**src/rtl/triad_pkg.sv**
```systemverilog
// Shared types for the triple-redundant voter.
// Assumes three channels; the channel count is structural, not tunable.
package triad_pkg;
    localparam int NCH = 3;

    typedef enum logic [1:0] {
        MODE_TRIPLE = 2'b00,
        MODE_DUAL   = 2'b01,
        MODE_SAFE   = 2'b10
    } vote_mode_e;
endpackage

```
**src/rtl/triad_capture.sv**
```systemverilog
// Per-channel capture slot: latches the first word a channel strobes in a
// round and presents either that held word or the live word on the strobe
// cycle. Assumes clear is pulsed on the edge at which the round closes.
module triad_capture #(
    parameter int WIDTH = 16
) (
    input  logic             clk,
    input  logic             rst_n,
    input  logic             active,
    input  logic             strobe,
    input  logic [WIDTH-1:0] data,
    input  logic             clear,
    output logic             present,
    output logic [WIDTH-1:0] view
);
    logic             held_q;
    logic [WIDTH-1:0] word_q;

    // Present if already held or strobing now while the channel is active.
    assign present = held_q || (strobe && active);
    assign view    = held_q ? word_q : data;

    // Capture the first strobe of a round; drop it when the round closes.
    always_ff @(posedge clk) begin
        if (!rst_n) begin
            held_q <= 1'b0;
            word_q <= '0;
        end else if (clear) begin
            held_q <= 1'b0;
        end else if (strobe && active && !held_q) begin
            held_q <= 1'b1;
            word_q <= data;
        end
    end
endmodule

```
**src/rtl/triad_skew_timer.sv**
```systemverilog
// Counts edges since the first strobe of an open round and raises expire
// on the edge where the limit is reached with the round still incomplete.
// Assumes complete and any_present come from the same cycle's capture view.
module triad_skew_timer #(
    parameter int LATE_LIMIT = 4
) (
    input  logic clk,
    input  logic rst_n,
    input  logic any_present,
    input  logic complete,
    output logic expire
);
    localparam int CW = (LATE_LIMIT < 1) ? 1 : $clog2(LATE_LIMIT + 1);

    logic [CW-1:0] cnt_q;

    // Expire once the open round has waited LATE_LIMIT edges.
    assign expire = any_present && !complete && (cnt_q == CW'(LATE_LIMIT));

    // Advance while a round is open, restart when it closes or is idle.
    always_ff @(posedge clk) begin
        if (!rst_n) begin
            cnt_q <= '0;
        end else if (!any_present || complete || expire) begin
            cnt_q <= '0;
        end else begin
            cnt_q <= cnt_q + CW'(1);
        end
    end
endmodule

```
**src/rtl/triad_decide.sv**
```systemverilog
// Combinational round judge: from the present words of the active channels
// it decides which channels to trip, the next mode and the word to vote.
// Assumes present is already gated by active.
module triad_decide
    import triad_pkg::*;
#(
    parameter int               WIDTH     = 16,
    parameter logic [WIDTH-1:0] SAFE_WORD = '0
) (
    input  vote_mode_e                 mode,
    input  logic [NCH-1:0]             active,
    input  logic [NCH-1:0]             present,
    input  logic [NCH-1:0][WIDTH-1:0]  words,
    input  logic                       complete,
    input  logic                       expire,
    output logic                       fire,
    output logic [NCH-1:0]             trip_set,
    output vote_mode_e                 next_mode,
    output logic                       vote_load,
    output logic [WIDTH-1:0]           vote_val
);
    logic [NCH-1:0] seen;
    logic [1:0]     n_seen;
    logic           eq01, eq02, eq12;
    logic           go_safe;

    // Pairwise agreement among the channels that delivered this round.
    always_comb begin
        seen   = present & active;
        n_seen = 2'($countones(seen));
        eq01   = seen[0] && seen[1] && (words[0] == words[1]);
        eq02   = seen[0] && seen[2] && (words[0] == words[2]);
        eq12   = seen[1] && seen[2] && (words[1] == words[2]);
    end

    // Apply the majority, lockstep or safe rule when a round closes.
    always_comb begin
        fire      = (complete || expire) && (mode != MODE_SAFE);
        trip_set  = '0;
        next_mode = mode;
        vote_load = 1'b0;
        vote_val  = SAFE_WORD;
        go_safe   = 1'b0;
        if (fire) begin
            if (n_seen == 2'd3) begin
                if (eq01 && eq12) begin
                    vote_load = 1'b1;
                    vote_val  = words[0];
                end else if (eq01) begin
                    trip_set  = 3'b100;
                    next_mode = MODE_DUAL;
                    vote_load = 1'b1;
                    vote_val  = words[0];
                end else if (eq02) begin
                    trip_set  = 3'b010;
                    next_mode = MODE_DUAL;
                    vote_load = 1'b1;
                    vote_val  = words[0];
                end else if (eq12) begin
                    trip_set  = 3'b001;
                    next_mode = MODE_DUAL;
                    vote_load = 1'b1;
                    vote_val  = words[1];
                end else begin
                    go_safe = 1'b1;
                end
            end else if (n_seen == 2'd2) begin
                if (eq01 || eq02 || eq12) begin
                    trip_set  = active & ~seen;
                    next_mode = MODE_DUAL;
                    vote_load = 1'b1;
                    vote_val  = eq12 ? words[1] : words[0];
                end else begin
                    go_safe = 1'b1;
                end
            end else begin
                go_safe = 1'b1;
            end
            if (go_safe) begin
                trip_set  = '1;
                next_mode = MODE_SAFE;
                vote_load = 1'b1;
                vote_val  = SAFE_WORD;
            end
        end
    end
endmodule

```
**src/rtl/triad_voter.sv**
```systemverilog
// Top of the degrading triple-redundant voter: three capture slots, a
// skew timer and the round judge feed the registered trip vector, mode
// and voted word. Assumes one-cycle valid strobes per word.
module triad_voter
    import triad_pkg::*;
#(
    parameter int               WIDTH      = 16,
    parameter int               LATE_LIMIT = 4,
    parameter logic [WIDTH-1:0] SAFE_WORD  = '0
) (
    input  logic             clk,
    input  logic             rst_n,
    input  logic [WIDTH-1:0] ch0_data,
    input  logic [WIDTH-1:0] ch1_data,
    input  logic [WIDTH-1:0] ch2_data,
    input  logic [2:0]       ch_valid,
    output logic [WIDTH-1:0] vote_out,
    output logic [2:0]       trip,
    output logic [1:0]       mode,
    output logic             safe_state
);
    logic [NCH-1:0][WIDTH-1:0] in_words;
    logic [NCH-1:0][WIDTH-1:0] views;
    logic [NCH-1:0]            present;
    logic [NCH-1:0]            active;
    logic [NCH-1:0]            trip_q;
    logic [NCH-1:0]            trip_set;
    vote_mode_e                mode_q;
    vote_mode_e                next_mode;
    logic [WIDTH-1:0]          vote_q;
    logic [WIDTH-1:0]          vote_val;
    logic                      vote_load;
    logic                      complete;
    logic                      expire;
    logic                      round_fire;

    assign in_words = {ch2_data, ch1_data, ch0_data};
    assign active   = ~trip_q;

    // A round is complete once every active channel has delivered.
    assign complete = (active != '0) && ((present & active) == active);

    for (genvar g = 0; g < NCH; g++) begin : g_cap
        triad_capture #(.WIDTH(WIDTH)) u_cap (
            .clk     (clk),
            .rst_n   (rst_n),
            .active  (active[g]),
            .strobe  (ch_valid[g]),
            .data    (in_words[g]),
            .clear   (round_fire),
            .present (present[g]),
            .view    (views[g])
        );
    end

    triad_skew_timer #(.LATE_LIMIT(LATE_LIMIT)) u_timer (
        .clk         (clk),
        .rst_n       (rst_n),
        .any_present (|present),
        .complete    (complete),
        .expire      (expire)
    );

    triad_decide #(.WIDTH(WIDTH), .SAFE_WORD(SAFE_WORD)) u_judge (
        .mode      (mode_q),
        .active    (active),
        .present   (present),
        .words     (views),
        .complete  (complete),
        .expire    (expire),
        .fire      (round_fire),
        .trip_set  (trip_set),
        .next_mode (next_mode),
        .vote_load (vote_load),
        .vote_val  (vote_val)
    );

    // Commit the outcome of a closed round to the output registers.
    always_ff @(posedge clk) begin
        if (!rst_n) begin
            trip_q <= '0;
            mode_q <= MODE_TRIPLE;
            vote_q <= SAFE_WORD;
        end else if (round_fire) begin
            trip_q <= trip_q | trip_set;
            mode_q <= next_mode;
            if (vote_load) begin
                vote_q <= vote_val;
            end
        end
    end

    assign vote_out   = vote_q;
    assign trip       = trip_q;
    assign mode       = mode_q;
    assign safe_state = (mode_q == MODE_SAFE);
endmodule

```
**config.mk**
```make
export PLATFORM = sky130hd
export DESIGN_NAME = triad_voter
export DESIGN_NICKNAME = d
export VERILOG_FILES = /design/src/rtl/triad_pkg.sv /design/src/rtl/triad_capture.sv /design/src/rtl/triad_skew_timer.sv /design/src/rtl/triad_decide.sv /design/src/rtl/triad_voter.sv
export SDC_FILE = /design/constraint.sdc
export NUM_CORES = 1
export LEC_CHECK = 0
export CORE_MARGIN = 5
export CORE_UTILIZATION = 60
export DETAILED_ROUTE_END_ITERATION = 8
export HOLD_SLACK_MARGIN = 0.02
export PLACE_DENSITY = 0.87
export SYNTH_ARGS = -nofsm -noshare
export SYNTH_HDL_FRONTEND = slang
export SYNTH_HIERARCHICAL = 1
export SYNTH_SLANG_ARGS = --single-unit
```
**constraint.sdc**
```tcl
create_clock -name clk -period 4.5 [get_ports clk]
set_input_delay 0.675 -clock clk [delete_from_list [all_inputs] [get_ports clk]]
set_output_delay 0.675 -clock clk [all_outputs]
set_load 0.02 [all_outputs]
```
After elaboration in Yosys (flattened, before gate mapping)
Index checks and enable logic that the tools add are counted.
{ "word_totals": {"register_bits": 75, "wordCells": 118, "out_inout_bits": 22, "inputBits": 53} }
{ "classes": {"mux": 46, "n_addsub": 3, "n_eq_ne": 11, "bitwise_logic": 7, "reduce_logical": 41} }
{ "ops": {"columns": ["operator", "n"], "rows": [
  ["two-way mux 16 bit", 12],
  ["equality test 16 bit", 3],
  ["two-way mux 3 bit", 8],
  ["two-way mux 1 bit", 18],
  ["logical AND 1 bit", 17],
  ["two-way mux 2 bit", 8],
  ["nonzero test 3 bit", 3],
  ["logical OR 1 bit", 8],
  ["AND reduction 2 bit", 4],
  ["AND 3 bit", 2],
  ["equality test 2 bit (second input constant)", 3],
  ["inverter 3 bit", 2],
  ["logical NOT 1 bit", 5],
  ["!= test 5 x 2 -> 1 bit (second input constant)", 1],
  ["AND reduction 5 bit", 1],
  ["OR reduction 2 bit", 2],
  ["adder 3 x 1 -> 3 bit (second input constant)", 1],
  ["equality test 3 bit", 1],
  ["equality test 3 bit (second input constant)", 1],
  ["!= test 3 bit (second input constant)", 1],
  ["OR 3 bit", 1],
  ["OR reduction 3 bit", 1],
  ["adder 1 x 1 -> 2 bit", 1],
  ["adder 2 x 1 -> 2 bit", 1],
  ["2 further kinds", 3]
]} }

Depth between registers and ports, before layout
Gate-level depths: netlist of run 1.
{ "logic_depth": {"word_depth": 15, "ltp_mapped": 14, "mapped_depth_nobuf": 13} }

By module
The synthesis of run 1 kept the hierarchy.
{ "by_module_without_submodules": {"columns": ["module", "area_per_inst_um2", "cells_per_inst", "n_inst", "seq_area_each_um2"], "rows": [
  ["triad_capture", 904.6, 92, 3, 340.3],
  ["triad_decide", 1327.5, 183, 1, 0.0],
  ["triad_voter", 945.9, 97, 1, 420.4],
  ["triad_skew_timer", 152.6, 15, 1, 60.1]
]} }

Worst setup path after synthesis of run 1
OpenSTA, ideal clock, no wires.
{ "synth_path": {"kind": "input port to flip-flop", "startpoint": "input ch_valid[0]", "endpoint": "register vote_q[10], in the netlist vote_out[10]", "setup_slack_ns": 1.716, "setup_ns": 0.115, "path_buffers": 1, "required_ns": 4.385, "stages": 10, "arrival_ns": 2.670, "path_cell_list": "a21o_1 -> or3_1 -> and4b_1 -> o22ai_1 -> inv_1 -> o211ai_4 -> buf_6 -> a21oi_2 -> and3_2 -> o21a_1"} }
{ "synth_via": {"elab_cells_between_ends": 45, "cone_classes": "2 x add/sub; 3 x eq/ne; 22 x mux; 1 x bitwise; 17 x reduce/logical"} }
{ "synth_lines": {"columns": ["element", "line_no", "rtl"], "rows": [
  ["start: declaration", "triad_voter.sv:16", "input logic [2:0] ch_valid,"],
  ["logical AND 1 bit *", "triad_capture.sv:20", "assign present = held_q || (strobe && active);"],
  ["logical OR 1 bit *", "triad_capture.sv:20", null],
  ["AND 3 bit", "triad_voter.sv:41", "assign complete = (active != '0) && ((present & active) == active);"],
  ["equality test 3 bit", "triad_voter.sv:41", null],
  ["logical AND 1 bit", "triad_voter.sv:41", null],
  ["logical NOT 1 bit", "triad_skew_timer.sv:18", "assign expire = any_present && !complete && (cnt_q == CW'(LATE_LIMIT));"],
  ["logical AND 1 bit * (2 in a row)", "triad_skew_timer.sv:18", null],
  ["net expire", "triad_voter.sv:34", "logic expire;"],
  ["logical OR 1 bit *", "triad_decide.sv:38", "fire = (complete || expire) && (mode != MODE_SAFE);"],
  ["logical AND 1 bit *", "triad_decide.sv:38", null],
  ["net round_fire", "triad_voter.sv:35", "logic round_fire;"],
  ["two-way mux 1 bit", "triad_decide.sv:44", "if (fire) begin"],
  ["AND reduction 2 bit (no source line) *", null, null],
  ["end signal: assignment", "triad_voter.sv:88", "vote_q <= vote_val;"],
  ["end: declaration", "triad_voter.sv:30", "logic [WIDTH-1:0] vote_q;"]
]} }
The timed path passes the listed nets; every way through them passes the cells marked *. The select of a mux whose other input is x is not followed.
A chain may end at the register's enable or synchronous reset.

Worst setup path after layout of run 1
{ "layout_path": {"startpoint": "register g_cap[0].u_cap.held_q", "endpoint": "register vote_q[10], in the netlist vote_out[10]"} }
{ "layout_via": {"elab_cells_between_ends": 48, "cone_classes": "2 x add/sub; 5 x eq/ne; 24 x mux; 1 x bitwise; 16 x reduce/logical"} }
{ "layout_lines": {"columns": ["element", "line_no", "rtl"], "rows": [
  ["start: declaration", "triad_capture.sv:16", "logic held_q;"],
  ["start signal: assignment", "triad_capture.sv:26", "held_q <= 1'b0;"],
  ["start signal: assignment", "triad_capture.sv:29", "held_q <= 1'b0;"],
  ["start signal: assignment", "triad_capture.sv:31", "held_q <= 1'b1;"],
  ["logical OR 1 bit *", "triad_capture.sv:20", null],
  ["net present[0]", "triad_voter.sv:24", "logic [NCH-1:0] present;"],
  ["AND 3 bit *", "triad_decide.sv:29", "seen = present & active;"],
  ["parallel branches: the longest is 8 deep, another holds adder 1 x 1 -> 2 bit", null, null],
  ["two-way mux 16 bit *", "triad_decide.sv:79", "if (go_safe) begin"],
  ["net vote_val[10]", "triad_voter.sv:31", "logic [WIDTH-1:0] vote_val;"]
]} }
Mark *: on every way through the listed nets, which the timed path passes. The select of a mux whose other input is x is not followed.

==> impl_metrics.json, run 1 <==
{
  "port-buffer-count": 74,
  "fin_cells": 726,
  "globalRouteOverflowTotal": 0,
  "setup_total_negative_slack_ps": 0,
  "grt_util_met2_pct": 43.2,
  "worstPathRequired_ps": 4760,
  "number_of_vias_per_cell_after_detailed_routing": 5.93,
  "grt.total_usage_pct": 26.1,
  "comb_power_share_pct": 38.2,
  "clock-skew-final_ps": 8.81,
  "antenna_violating_nets_post_route": 0,
  "grt_max_degree": 84,
  "place_congestion": 0.926,
  "clkPwrFrac_pct": 25.9,
  "clock_sink_count": 75,
  "die_width_um": 103,
  "critical_path.startpoint_type": "flop",
  "clockRootBuffer": "clkbuf_8",
  "fp.dieArea_sq_um": 10500,
  "starting_density_of_the_core_pct": 61.9,
  "clk_pin_slew_ps": 80,
  "maxCapViolations": 0,
  "transition_time_of_the_tightest_slew_check_pin_ps": 883,
  "synth_area_sq_um": 5140,
  "cts-root-to-sink-buffers": 2,
  "pre_cts_ws_ps": 667,
  "postCtsResizedCells": 0,
  "setup-violations-final": 0,
  "ys.warnings.count": 6,
  "floorplan.io_pins": 75,
  "hold_viol_final": 0,
  "final_cell_area_sq_um": 5900,
  "critical_path.max_stage_delay_ps": 950,
  "synth.net_count": 628,
  "clock_tree_from_tritoncts": "yes",
  "count_of_flip_flops_with_a_built_in_enable_after_synthesis": 0,
  "first_global_vias": 4365,
  "dieHeight_um": 103,
  "busiest_layer": "met2",
  "synth_cell_types": 50,
  "route.detailed.wl_per_inst_um": 18.2,
  "floorplan.rows": 33,
  "final_max_slew_viol_count": 0,
  "drc": 0,
  "drtIter0Drc": 295,
  "globalRouteMet1Util_pct": 33.8,
  "antenna_found_initial": 0,
  "grt_pass1_wl_mm": 21.4,
  "postSynth.asyncResetShare_pct": 0,
  "synth.yosys.seq_area_share_pct": 29.2,
  "met3_usage_pct": 4.67,
  "postSynthRegisterBits": 75,
  "timing.critical_path.cells": "a21o_1 -> and2_1 -> inv_1 -> fa_1 -> nand3_1 -> nand3_1 -> a21oi_2 -> and3_2 -> o21a_1",
  "drt_pre_antenna_iters": 6,
  "wl_mm": 13.2,
  "synth_top_cells_by_area": "dfxtp_1 (29%), mux2_2 (11%), mux2i_1 (9.7%)",
  "holdWs_ps": 457,
  "core_sq_um": 8300,
  "hpwl_mm": 9.67,
  "htree_levels": 3,
  "crit_path_frequent_cell": "nand3_1",
  "minimum_period_implied_by_the_final_worst_setup_slack_ps": 3650,
  "cp_num_buf_inv": 1,
  "fmax_mhz": 274,
  "num_antenna_cells": 0,
  "finalNetCount": 674,
  "p_sw_uw": 822,
  "drive_gt1_share_pct": 14.8,
  "cp_top_delay_family": "simple AND/OR/NAND/NOR gates",
  "period_share_pct": 81.2,
  "syn2layout_area_growth_pct": 14.7,
  "grt_setup_unrepaired": "no",
  "sw_frac_of_total_pct": 36.3,
  "post-synth-top-area-cell": "dfxtp_1",
  "setup.worst_path.end_class": "flop",
  "power_density_over_cell_area_nw_per_um2": 383,
  "cp_max_fo": 18,
  "power.leakage_nw": 2.24,
  "synth_top_area_share_pct": 29.2,
  "min-delay-path-class": "reg -> reg",
  "top_flip_flop_cell_by_instance_count_after_synthesis": "dfxtp_1",
  "ir_drop_mv": 0.191,
  "timing_worst_setup_path_type": "reg -> reg",
  "slew-limit-headroom_pct": 41.1,
  "share_seq_of_total_power_pct": 35.9,
  "syn-mean-instance-area_sq_um": 9.00,
  "internal_power_mw": 1.44,
  "post_cts_hold_buffer_count": 0,
  "final.setup.worst_slack_ps": 846,
  "result_of_the_run": "finished, final reports clean",
  "instance_area_at_placement_sq_um": 5680,
  "post_cts.repair.setup_buffers": 0,
  "post-place-cells": 711,
  "clk-insertion-delay-late_ps": 360,
  "crit_arrival_ps": 3910,
  "tritoncts.num_buffers": 9,
  "slowest_stage": "fa_1",
  "syn-instance-count": 571,
  "vias": 4306
}
-- routing by layer --
metal	up-vias	wire (um)
li1	2083	-
met1	2035	5740
met2	159	6290
met3	29	823
met4	0	347
met5	-	0
-- logic make-up (layout without fill, tap and decap cells) --
logic type      count (synthesis)  after routing  share of synthesized area (%)
flops                          75             75                           29.2
mux                            98             98                           20.3
simple gates                  192            192                           19.1
fa+ha+maj                       4              4                           1.12
xor+xnor                       48             48                           8.18
compound gates                 94             94                           13.8
buf+inv                        60            110                           8.33
-- area by class of cell --
cell class	instances	area (sq um)
clock buffers	11	141
multi-input cells	436	3210
fillers	653	2400
repair buffers	79	776
well taps	105	131
flip-flops and latches	75	1500
inverters	16	60.1
clock inverters	4	75.1
-- state kept, by name, summed over array words and instances (netlist names) --
| name | count |
|---|---|
| vote_out | 16 |
| mode | 2 |
| trip | 3 |
| g_cap.u_cap/word_q | 48 |
| g_cap.u_cap/held_q | 3 |
| u_timer/cnt_q | 3 |
-- cells in the final DEF (no fill, tap or decap), drive strengths merged, types with 4 or more instances in the layout --
master,instances
nand3,25
buf,6
xor2,26
clkbuf,11
clkdlybuf4s50,73
nor4,7
o21a,17
and3,17
nand4,4
nand2,108
inv,16
nor2,5
nor2b,6
a21boi,16
mux2i,50
dfxtp,75
a31oi,12
mux2,48
o211ai,12
xnor2,22
a21oi,22
-- final timing paths --
| kind | from | endpoint | slack [ps] | cells after the start |
|---|---|---|---|---|
| worst max-delay path | g_cap[0].u_cap/held_q$_SDFFE_PP0P_ | vote_out[10]$_SDFFE_PN0P_ | 850 | 9 |
| worst min-delay path | g_cap[1].u_cap/word_q[9]$_SDFFE_PN0P_ | g_cap[1].u_cap/word_q[9]$_SDFFE_PN0P_ | 460 | 2 |
| worst max register to register | g_cap[0].u_cap/held_q$_SDFFE_PP0P_ | vote_out[10]$_SDFFE_PN0P_ | 850 | 9 |
| worst min register to register | g_cap[1].u_cap/word_q[9]$_SDFFE_PN0P_ | g_cap[1].u_cap/word_q[9]$_SDFFE_PN0P_ | 460 | 2 |
-- tightest hold or removal path: stages (launching register included) --
cell and delay (ps):
dfxtp_1 310, nand2_1 50, mux2i_1 50
-- Yosys cell counts (12+ instances only) --
| library cell | instances |
|---|---|
| a31oi_1 | 12 |
| dfxtp_1 | 75 |
| inv_1 | 16 |
| nand3_1 | 25 |
| a21boi_0 | 14 |
| xor2_1 | 26 |
| clkbuf_1 | 17 |
| mux2_2 | 48 |
| xnor2_1 | 22 |
| mux2i_1 | 50 |
| buf_6 | 15 |
| and3_1 | 12 |
| o21a_1 | 17 |
| nand2_1 | 108 |
-- stage by stage --
stage,total power [mW],util [%]
floorplan,1.52,-
global placement,1.65,68.4
CTS,2.26,71.0
detailed placement,1.67,68.4
global route,2.39,71.0
finish,2.26,71.0
-- power by group through the flow --
stage               clock network [mW]  logic [mW]  registers [mW]
floorplan                            0       0.726           0.789
global placement                     0       0.831           0.820
detailed placement                   0       0.847           0.825
CTS                              0.591       0.854           0.811
global route                     0.627       0.935           0.824
finish                           0.585       0.864           0.812
Power figures use the tool's default switching activity.
==> run 2: changes to the inputs <==
Settings changed: CORE_UTILIZATION 60 to 50, PLACE_DENSITY 0.87 to 0.77.
Clock period 4.5 ns to 3.1 ns, I/O delays scaled along.
==> run 2 against run 1 <==
  * Critical endpoint is now vote_out[8]$_SDFFE_PN0P_
  * Count of clock-buffer cells in the layout shrank 2
  * Worst hold slack better by 4.7 ps
  * First-iteration DRC count is 17% higher
  * Critical path type unchanged
  * Wire length rose by 5.8%
  * Die area up 18%
==> impl_metrics.json, run 2 (same netlist as run 1, synthesis figures left out) <==
{
  "hold_viol_final": 0,
  "result_of_the_run": "finished, final reports clean",
  "ir_drop_mv": 0.367,
  "starting_density_of_the_core_pct": 50.5,
  "place_congestion": 1.02,
  "grt_max_degree": 71,
  "finalNetCount": 715,
  "fillCellCount": 853,
  "hpwl_mm": 10.9,
  "grt_pass1_wl_mm": 22.8,
  "route.detailed.wl_per_inst_um": 17.5,
  "power_density_over_cell_area_nw_per_um2": 541,
  "dieHeight_um": 111,
  "fp.dieArea_sq_um": 12400,
  "power.leakage_nw": 2.49,
  "clockRootBuffer": "clkbuf_8",
  "port-buffer-count": 74,
  "floorplan.rows": 37,
  "first_global_vias": 4545,
  "antenna_violating_nets_post_route": 0,
  "clk-insertion-delay-late_ps": 360,
  "vias": 4467,
  "number_of_vias_per_cell_after_detailed_routing": 5.59,
  "slew-limit-headroom_pct": 66.7,
  "globalRouteOverflowTotal": 0,
  "tritoncts.num_buffers": 9,
  "clock_tree_from_tritoncts": "yes",
  "postLayoutCoreUtil_pct": 62.6,
  "final_max_slew_viol_count": 0,
  "fin_cells": 799,
  "wl_mm": 14.0,
  "drc": 0,
  "timing_worst_setup_path_type": "reg -> reg",
  "transition_time_of_the_tightest_slew_check_pin_ps": 500,
  "clock_sink_count": 75,
  "instance_area_at_placement_sq_um": 6140,
  "htree_levels": 3,
  "drtIter0Drc": 346,
  "crit_arrival_ps": 3300,
  "largest_register_ff_count": 48,
  "largest-register": "g_cap.u_cap/word_q",
  "most_used_cells_in_the_layout_excluding_fill_and_tap_cells": "nand2_1 (108), dfxtp_1 (75), clkdlybuf4s50_1 (73)",
  "antenna_found_initial": 0,
  "die_width_um": 111,
  "critical_path.startpoint_type": "flop",
  "clock-skew-final_ps": 12.2,
  "maxCapViolations": 0,
  "fmax_mhz": 333,
  "period_share_pct": 96.9,
  "setup_total_negative_slack_ps": 0,
  "post-place-cells": 782,
  "num_antenna_cells": 0,
  "final_cell_area_sq_um": 6370,
  "drt_pre_antenna_iters": 4,
  "setup-violations-final": 0,
  "cp_max_fo": 6,
  "core_sq_um": 10200,
  "worstPathRequired_ps": 3400,
  "floorplan.io_pins": 75,
  "min-delay-path-class": "reg -> reg",
  "clk_pin_slew_ps": 90,
  "cts-root-to-sink-buffers": 2,
  "setup.worst_path.end_class": "flop",
  "drive_gt1_share_pct": 20.7,
  "syn2layout_area_growth_pct": 24.0,
  "holdWs_ps": 461,
  "grt.total_usage_pct": 22.5,
  "final_common_cell": "nand2_1",
  "post_cts_hold_buffer_count": 0,
  "minimum_period_implied_by_the_final_worst_setup_slack_ps": 3000
}
## run 2: cell count changes in the layout (fill, tap and decap cells not counted), sizes merged
cell / delta
buf: +41
inv: +4
clkbuf: -2
bufinv: -1
## run 2: per-stage QoR
| step | power (mW) | setup WS [ps] |
|---|---|---|
| finish | 3.45 | 97.2 |
| global route | 3.62 | -3.09 |
| CTS | 3.44 | 106 |
| detailed placement | 2.65 | -112 |
| global placement | 2.61 | -111 |
| floorplan | 2.20 | 375 |
## run 2: timing repair
action                     4_1_cts  5_1_grt
setup endpoints to repair        0        4
setup buffers                    0        1
resized for setup                0        4
## run 2: routing by layer
metal,wire [um],track usage (%)
met4,377,8.19
met5,0,0
met1,5980,28.6
met2,6800,38.5
met3,809,3.80
## run 2: final cells by class
type	count	area [sq um]	area share [%]
Multi-Input combinational cell	436	3230	50.7
Clock buffer	9	124	1.94
Timing Repair Buffer	120	1210	19.0
Tap cell	136	170	2.67
Inverter	16	60.1	0.942
Sequential cell	75	1500	23.6
Clock inverter	7	80.1	1.26
## run 2: critical path: stages, from the launching register on
cell and delay [ps]:
dfxtp_1 410, buf_4 200, mux2_2 410, xor2_1 180, nor4_1 330, nand4_1 120
buf_4 180, a2bb2o_4 260, o211ai_4 130, buf_4 170, a31oi_1 210, and3_1 220
o21a_1 130
## run 2: report_power, final
group	switching (mW)	total, mW	internal [mW]
logic	0.811	1.52	0.711
registers	0.0650	1.14	1.07
clock network	0.406	0.789	0.383
total	1.28	3.45	2.17
## run 2: path summary, 6_finish.rpt
path	from	endpoint	slack [ps]	depth (start not counted)
worst min-delay path	g_cap[0].u_cap/word_q[10]$_SDFFE_PN0P_	g_cap[0].u_cap/word_q[10]$_SDFFE_PN0P_	460	2
worst max-delay path	g_cap[1].u_cap/held_q$_SDFFE_PP0P_	vote_out[8]$_SDFFE_PN0P_	100	12
worst min register to register	g_cap[0].u_cap/word_q[10]$_SDFFE_PN0P_	g_cap[0].u_cap/word_q[10]$_SDFFE_PN0P_	460	2
worst max register to register	g_cap[1].u_cap/held_q$_SDFFE_PP0P_	vote_out[8]$_SDFFE_PN0P_	100	12
==> run 3: changes to the inputs <==
Settings changed: SETUP_SLACK_MARGIN set to 0.3.
==> run 3 against run 2 <==
  * Critical endpoint is now vote_out[0]$_SDFFE_PN0P_
  * Flip-flop and latch count unchanged
  * Clock skew rose by 0.64 ps
  * Largest cell class unchanged
  * Count of clock-buffer cells in the layout unchanged
  * Worst hold slack improved by 3.5 ps
  * Via count rose by 4.9%
  * Sequential power hardly changed
  * Core utilization up 5.2 points
  * Critical path depth is the same
==> impl_metrics.json, run 3 (same netlist as run 1, synthesis figures left out) <==
{
  "rr_startpoint": "g_cap[0].u_cap/held_q$_SDFFE_PP0P_",
  "hold-path-cell-count": 2,
  "antenna_found_initial": 0,
  "route.detailed.wl_per_inst_um": 18.8,
  "setup.worst_path.end_class": "flop",
  "starting_density_of_the_core_pct": 50.5,
  "worstHoldStart": "g_cap[2].u_cap/word_q[9]$_SDFFE_PN0P_",
  "final_cell_area_sq_um": 6910,
  "post_cts_hold_buffer_count": 0,
  "antenna_violating_nets_post_route": 0,
  "critical_path.startpoint": "g_cap[0].u_cap/held_q$_SDFFE_PP0P_",
  "ir_drop_mv": 0.388,
  "min-delay-path-class": "reg -> reg",
  "share_seq_of_total_power_pct": 31.2,
  "fillCellCount": 770,
  "r2r_setup_slack_ps": 280,
  "power_density_over_cell_area_nw_per_um2": 534,
  "total_power_mw": 3.69,
  "htree_levels": 3,
  "cp_max_fo": 17,
  "wl_mm": 15.3,
  "floorplan.rows": 37,
  "hold_viol_final": 0,
  "vias": 4686,
  "clk_pin_slew_ps": 80,
  "largest-register": "g_cap.u_cap/word_q",
  "hpwl_mm": 10.9,
  "finalNetCount": 733,
  "timing_worst_setup_path_type": "reg -> reg",
  "r2r-end": "vote_out[0]$_SDFFE_PN0P_",
  "timing.critical_path.cells": "clkbuf_16 -> mux2_2 -> xor2_1 -> nor3_2 -> nand4_1 -> buf_4 -> a2bb2oi_4 -> buf_4 -> nand3_1 -> a31oi_4 -> and3_4 -> o21a_1",
  "cts-root-to-sink-buffers": 2,
  "first_global_vias": 4597,
  "maxCapViolations": 0,
  "crit_path_frequent_cell": "buf_4",
  "dieHeight_um": 111,
  "power.leakage_nw": 2.71,
  "worstPathRequired_ps": 3410,
  "fin_cells": 817,
  "place_congestion": 1.02,
  "final.setup.worst_slack_ps": 281,
  "period_share_pct": 90.9,
  "result_of_the_run": "finished, final reports clean",
  "ff2ff_path_depth": 12,
  "slowest_stage": "dfxtp_4",
  "slew-limit-headroom_pct": 65.8,
  "final_max_slew_viol_count": 0,
  "hold_end": "g_cap[2].u_cap/word_q[9]$_SDFFE_PN0P_",
  "tritoncts.num_buffers": 9,
  "fp.dieArea_sq_um": 12400,
  "grt_pass1_wl_mm": 23.1,
  "port-buffer-count": 74,
  "floorplan.io_pins": 75,
  "largest_register_ff_count": 48,
  "grt_setup_unrepaired": "yes",
  "minimum_period_implied_by_the_final_worst_setup_slack_ps": 2820,
  "clock_sink_count": 75,
  "setup-violations-final": 0,
  "globalRouteOverflowTotal": 0,
  "drt_pre_antenna_iters": 6,
  "setup_total_negative_slack_ps": 0,
  "drc": 0,
  "sw_frac_of_total_pct": 37.8,
  "pre_cts_ws_ps": -112,
  "postLayoutCoreUtil_pct": 67.8,
  "transition_time_of_the_tightest_slew_check_pin_ps": 513,
  "p_sw_mw": 1.39,
  "post-place-cells": 782,
  "drive_gt1_share_pct": 27.6,
  "die_width_um": 111,
  "drtIter0Drc": 354,
  "clockRootBuffer": "clkbuf_8",
  "num_antenna_cells": 0,
  "internal_power_mw": 2.29,
  "grt.total_usage_pct": 22.8,
  "clock-skew-final_ps": 12.8,
  "clk-insertion-delay-late_ps": 370,
  "crit_arrival_ps": 3130,
  "holdWs_ps": 465,
  "critical_path.startpoint_type": "flop",
  "comb_power_share_pct": 47.2,
  "number_of_vias_per_cell_after_detailed_routing": 5.74,
  "syn2layout_area_growth_pct": 34.3,
  "grt_max_degree": 71,
  "core_sq_um": 10200,
  "clock_tree_from_tritoncts": "yes",
  "clkPwrFrac_pct": 21.6,
  "instance_area_at_placement_sq_um": 6140,
  "final_common_cell": "nand2_1",
  "fmax_mhz": 355,
  "critical_path.max_stage_delay_ps": 420,
  "most_used_cells_in_the_layout_excluding_fill_and_tap_cells": "nand2_1 (107), clkdlybuf4s50_1 (73), dfxtp_1 (70)"
}
==> run 3: changes by cell type in the layout (fill, tap and decap cells not counted), sizes merged <==
cell,delta
buf,+14
clkbuf,+4
==> run 3: final cells by class <==
type                       count  area (sq um)  share of cell area [%]
timing repair buffer         138          1460                    21.1
multi-input combinational    436          3500                    50.7
sequential                    75          1510                    21.9
clock inverter                 7          80.1                    1.16
tap                          136           170                    2.46
clock buffer                   9           124                    1.79
inverter                      16          60.1                   0.870
==> run 3: worst max path at each step <==
stage | endpoint
final | vote_out[0]$_SDFFE_PN0P_
after global routing | vote_out[0]$_SDFFE_PN0P_
after CTS | vote_out[10]$_SDFFE_PN0P_
after detailed placement | vote_out[0]$_SDFFE_PN0P_
after floorplan | vote_out[10]$_SDFFE_PN0P_
after global placement | vote_out[0]$_SDFFE_PN0P_
==> run 3: metal layers <==
metal	vias to the layer above	global-route usage, %	wire length, um
met1	2248	29.0	6400
met4	0	8.19	563
met2	186	39.0	7400
met5	-	0	0
li1	2201	-	-
met3	51	3.86	970
==> run 3: repair_timing <==
item,4_1_cts,5_1_grt
buffers inserted,7,7
endpoints found under the setup margin,20,69
gates resized for setup,15,61
pin swaps,7,33
cloned,0,5
==> run 3: power by group through the flow <==
stage | sequential (mW) | clock [mW] | combinational, mW
after floorplan | 1.15 | 0 | 1.05
after global placement | 1.15 | 0 | 1.47
after detailed placement | 1.16 | 0 | 1.49
after CTS | 1.14 | 0.808 | 1.54
after global routing | 1.16 | 0.840 | 1.85
final | 1.15 | 0.796 | 1.74
==> run 3: worst max-delay path: cells and delay by family (launching register included) <==
family          cells  cell delay (ps)
xor+xnor            1              260
flops               1              420
mux                 1              420
compound gates      3              680
simple gates        4              480
buf+inv             3              510
